--- src/rtl/oc_ref_gen.sv ---
module oc_ref_gen #(
  parameter int CNT_W = 16
) (
  input  logic             clk,
  input  logic             rst_n,
  input  logic [CNT_W-1:0] cnt,
  input  logic             dir_down,
  input  logic [CNT_W-1:0] cmp,
  input  logic [2:0]       mode,
  input  logic             clr_en,
  input  logic             ext_trig,
  input  logic             upd_evt,
  output logic             ref_o
);

  localparam logic [2:0] M_FREEZE = 3'd0;
  localparam logic [2:0] M_SET    = 3'd1;
  localparam logic [2:0] M_RESET  = 3'd2;
  localparam logic [2:0] M_TOGGLE = 3'd3;
  localparam logic [2:0] M_LOW    = 3'd4;
  localparam logic [2:0] M_HIGH   = 3'd5;
  localparam logic [2:0] M_PWM_A  = 3'd6;
  localparam logic [2:0] M_PWM_B  = 3'd7;

  logic base_q, base_d;
  logic clr_q, clr_d;
  logic out_q;

  wire match   = (cnt == cmp);
  wire pwm_lvl = dir_down ? (cnt <= cmp) : (cnt < cmp);
  wire clr_hit = clr_en & ext_trig;

  always_comb begin
    base_d = base_q;
    case (mode)
      M_FREEZE: base_d = base_q;
      M_SET:    if (match) base_d = 1'b1;
      M_RESET:  if (match) base_d = 1'b0;
      M_TOGGLE: if (match) base_d = ~base_q;
      M_LOW:    base_d = 1'b0;
      M_HIGH:   base_d = 1'b1;
      M_PWM_A:  base_d = pwm_lvl;
      M_PWM_B:  base_d = ~pwm_lvl;
      default:  base_d = base_q;
    endcase
  end

  assign clr_d = clr_hit | (clr_q & ~upd_evt);

  always_ff @(posedge clk) begin
    if (!rst_n) begin
      base_q <= 1'b0;
      clr_q  <= 1'b0;
      out_q  <= 1'b0;
    end else begin
      base_q <= base_d;
      clr_q  <= clr_d;
      out_q  <= base_d & ~clr_d;
    end
  end

  assign ref_o = out_q;

  p_force_low_r2: assert property (@(posedge clk) disable iff (!rst_n)
    (mode == M_LOW) |=> !ref_o);

  p_force_high_r3: assert property (@(posedge clk) disable iff (!rst_n)
    (mode == M_HIGH && !clr_hit && (!clr_q || upd_evt)) |=> ref_o);

  p_trig_clear_r10: assert property (@(posedge clk) disable iff (!rst_n)
    (clr_en && ext_trig) |=> !ref_o);

  p_clear_hold_r11: assert property (@(posedge clk) disable iff (!rst_n)
    (clr_q && !upd_evt) |=> !ref_o);

  p_freeze_r9: assert property (@(posedge clk) disable iff (!rst_n)
    (mode == M_FREEZE && !clr_q && !clr_hit) |=> $stable(ref_o));

  p_pwm_up_r4: assert property (@(posedge clk) disable iff (!rst_n)
    (mode == M_PWM_A && !dir_down && !clr_hit && !clr_q) |=> (ref_o == $past(cnt < cmp)));

endmodule

--- config.mk ---
export PLATFORM = sky130hd
export DESIGN_NAME = oc_ref_gen
export DESIGN_NICKNAME = d
export VERILOG_FILES = /design/src/rtl/oc_ref_gen.sv
export SDC_FILE = /design/constraint.sdc
export NUM_CORES = 1
export LEC_CHECK = 0
export BUFFER_PORTS_ARGS = -buffer_cell sky130_fd_sc_hd__buf_4
export CORE_MARGIN = 2
export CORE_UTILIZATION = 40
export DETAILED_ROUTE_END_ITERATION = 7
export GPL_TIMING_DRIVEN = 1
export PLACE_DENSITY_LB_ADDON = 0.1
export SLEW_MARGIN = 20
export SYNTH_ARGS = -nofsm -noshare
export SYNTH_HDL_FRONTEND = slang
export SYNTH_SLANG_ARGS = --single-unit
export TNS_END_PERCENT = 10
--- constraint.sdc ---
create_clock -name clk -period 5.2 [get_ports clk]
set_clock_uncertainty 0.2 [all_clocks]
set_input_delay 1.04 -clock clk [delete_from_list [all_inputs] [get_ports clk]]
set_output_delay 1.04 -clock clk [all_outputs]
set_load 0.02 [all_outputs]
==> impl_metrics.ini <==
[outcome]
status = completed

[power_and_ir_drop]
finalPower_uw = 138
p_per_area_nw_per_um2 = 137
p_leak_uw = 0.000599
vdd_ir_drop_max_uv = 135

[hold_path]
hold_class = flop to flop

[clocking]
cts-hold-fix-buffers = 0
root_buffer = clkbuf_4
cts_buffers = 3
post_cts_resized = 0
clock-sinks = 3
clk_pin_slew_ns = 0.04
cts_tree = yes
clk_latency_ns = 0.23
cts-htree-levels = 1
post_cts_buffers = 0
cts_max_path_buffers = 2

[die]
die-area_um2 = 1980
rows = 14
die_w_um = 44.4
die_height_um = 44.4
io_pins = 42
initial_core_util = 0.429
fp.coreArea_um2 = 1520

[grt]
grt.total_usage = 0.167
grt_pass1_wl_um = 2560
grt_max_degree = 7
grt_antenna_before_repair = 0
grt_pass1_vias = 731
overflow = 0

[setup_path]
path_class = primary input to flop
endpoint_kind = flop
startpoint_type = primary input
path_cells = buf_4 > ha_1 > nand4_1 > nor3_2 > nand4_2 > ha_1 > mux2i_1 > a31oi_1 > nand2_1 > mux2i_1
arrival_ns = 2.80
critPathMaxFanout = 4
max_stage_delay_ns = 0.32
cp.required_ns = 5.16
slowest_stage = ha_1

[routing]
via_per_inst = 4.85
num_vias = 728
wirelength_um = 1420
antenna_left = 0
first_pass_iters = 2
drc = 0
drt-initial-drc-count = 2
wl_per_cell_um = 9.49

[yosys]
netlist_top_cells_area = ha_1 34%, inv_1 13%, dfxtp_1 9.2%, a21oi_1 6.9%, nand2_1 6.3%
syn_nets = 148
syn-instance-count = 89
synth_top_area_share = 0.344
post_synth_num_cell_types = 24
synth_area_um2 = 654
ys_seq_elements = 3
synth_top_cell_by_area = ha_1
ys_warn_count = 0
ys_seq_area_frac = 0.0918
avgSynthCellArea_um2 = 7.35

[sta]
finalSetupViolCount = 0
rsz0062_at_grt = false
finalHoldViolCount = 0
fin_ws_ns = 2.36
period_share = 0.547
fin_crit_ns = 2.84
worst_pin_slew_ns = 0.321
slew_violations = 0
max_slew_margin = 0.786
final.setup.tns_ns = 0
fmax_ghz = 0.352

[cells_and_area]
fin_util = 0.662
final_net_count = 194
drive_above_1_share = 0.358
diodes = 0
synthToLayoutAreaGrowth_pct = 54.1
fill_cells = 148

[placement]
gp_congestion = 0.743
io_buffers = 41
dpl.hpwl_um = 1290
dp_slack_ns = 2.13

[job]
cap_violations = 0
[layer usage]
| layer | vias up | GRT usage | routed length (µm) |
|---|---|---|---|
| met5 | - | 0 | 0 |
| met4 | 0 | 0.0182 | 0 |
| met1 | 307 | 0.187 | 610 |
| met3 | 0 | 0.0367 | 91 |
| met2 | 23 | 0.326 | 721 |
| li1 | 398 | - | - |
[per-stage QoR]
stage | cell area, µm² | std cells | hold slack [ns]
after floorplan | 654 | 89 | 0.272
after global placement | 982 | 146 | 0.294
after detailed placement | 982 | 146 | 0.316
after CTS | 1010 | 150 | 0.329
after global routing | 1010 | 150 | 0.351
final | 1010 | 150 | 0.329
[sequential cells by signal, indices dropped and copies added (netlist names)]
name and cells:
ref_o 1, base_q 1, clr_q 1
[cell usage after synthesis]
master,number
a211oi_1,1
a21oi_1,9
a221oi_1,1
a22oi_1,1
a2bb2oi_2,1
a31oi_1,1
and2_1,1
and4_2,1
dfxtp_1,3
ha_1,18
inv_1,22
mux2i_1,3
nand2_1,11
nand2b_1,3
nand3_1,1
nand4_1,2
nand4_2,1
nor2_1,1
nor2b_1,2
nor3_2,1
o21ai_0,2
o221ai_1,1
o22ai_1,1
o31a_1,1
[where the power goes]
part           total [µW]  switching [µW]  leakage [µW]  internal [µW]
Combinational        70.1            29.6      0.000560           40.5
Clock                41.4            12.6     0.0000150           28.8
Sequential           26.8            1.23     0.0000248           25.5
[worst max-delay path: cells and delay by family]
kind | cells | cell delay [ns]
compound gates | 1 | 0.21
fa+ha+maj | 2 | 0.63
buf+inv | 1 | 0.11
mux | 2 | 0.19
simple gates | 4 | 0.61
[logic make-up (layout without fill, tap and decap cells)]
family | count (synthesis) | in the layout | share of synthesized area
multiplexers | 3 | 3 | 0.0459
adder cells (fa/ha/maj) | 18 | 18 | 0.344
AO/OA/AOI/OAI | 19 | 19 | 0.189
flip-flops | 3 | 3 | 0.0918
buffers and inverters | 22 | 67 | 0.126
AND/OR/NAND/NOR | 24 | 24 | 0.203
[cell usage in the layout (no fill, tap or decap), drive strengths merged]
cell	netlist	routed
buf	0	41
inv	22	22
ha	18	18
nand2	11	11
a21oi	9	9
clkbuf	0	4
nand2b	3	3
mux2i	3	3
dfxtp	3	3
nand4	3	3
nor2b	2	2
o21ai	2	2
nor3	1	1
nor2	1	1
o31a	1	1
o22ai	1	1
a31oi	1	1
nand3	1	1
and4	1	1
a221oi	1	1
o221ai	1	1
a211oi	1	1
a2bb2oi	1	1
a22oi	1	1
and2	1	1
[final cells by class]
type	count	area [µm²]	area share
sequential	3	60.1	0.0596
clock buffer	4	26.3	0.0261
inverter	22	82.6	0.0819
multi-input combinational	64	512	0.507
tap	16	20.0	0.0199
timing repair buffer	41	308	0.305
[worst paths after layout]
check,startpoint,endpoint,slack (ns),cells after the start
max reg2reg,base_q$_SDFF_PN0_,ref_o$_SDFF_PN0_,3.77,6
min,clr_q$_SDFF_PN0_,clr_q$_SDFF_PN0_,0.33,2
max,cnt[14],ref_o$_SDFF_PN0_,2.36,10
min reg2reg,clr_q$_SDFF_PN0_,clr_q$_SDFF_PN0_,0.33,2
Power figures use the tool's default switching activity.
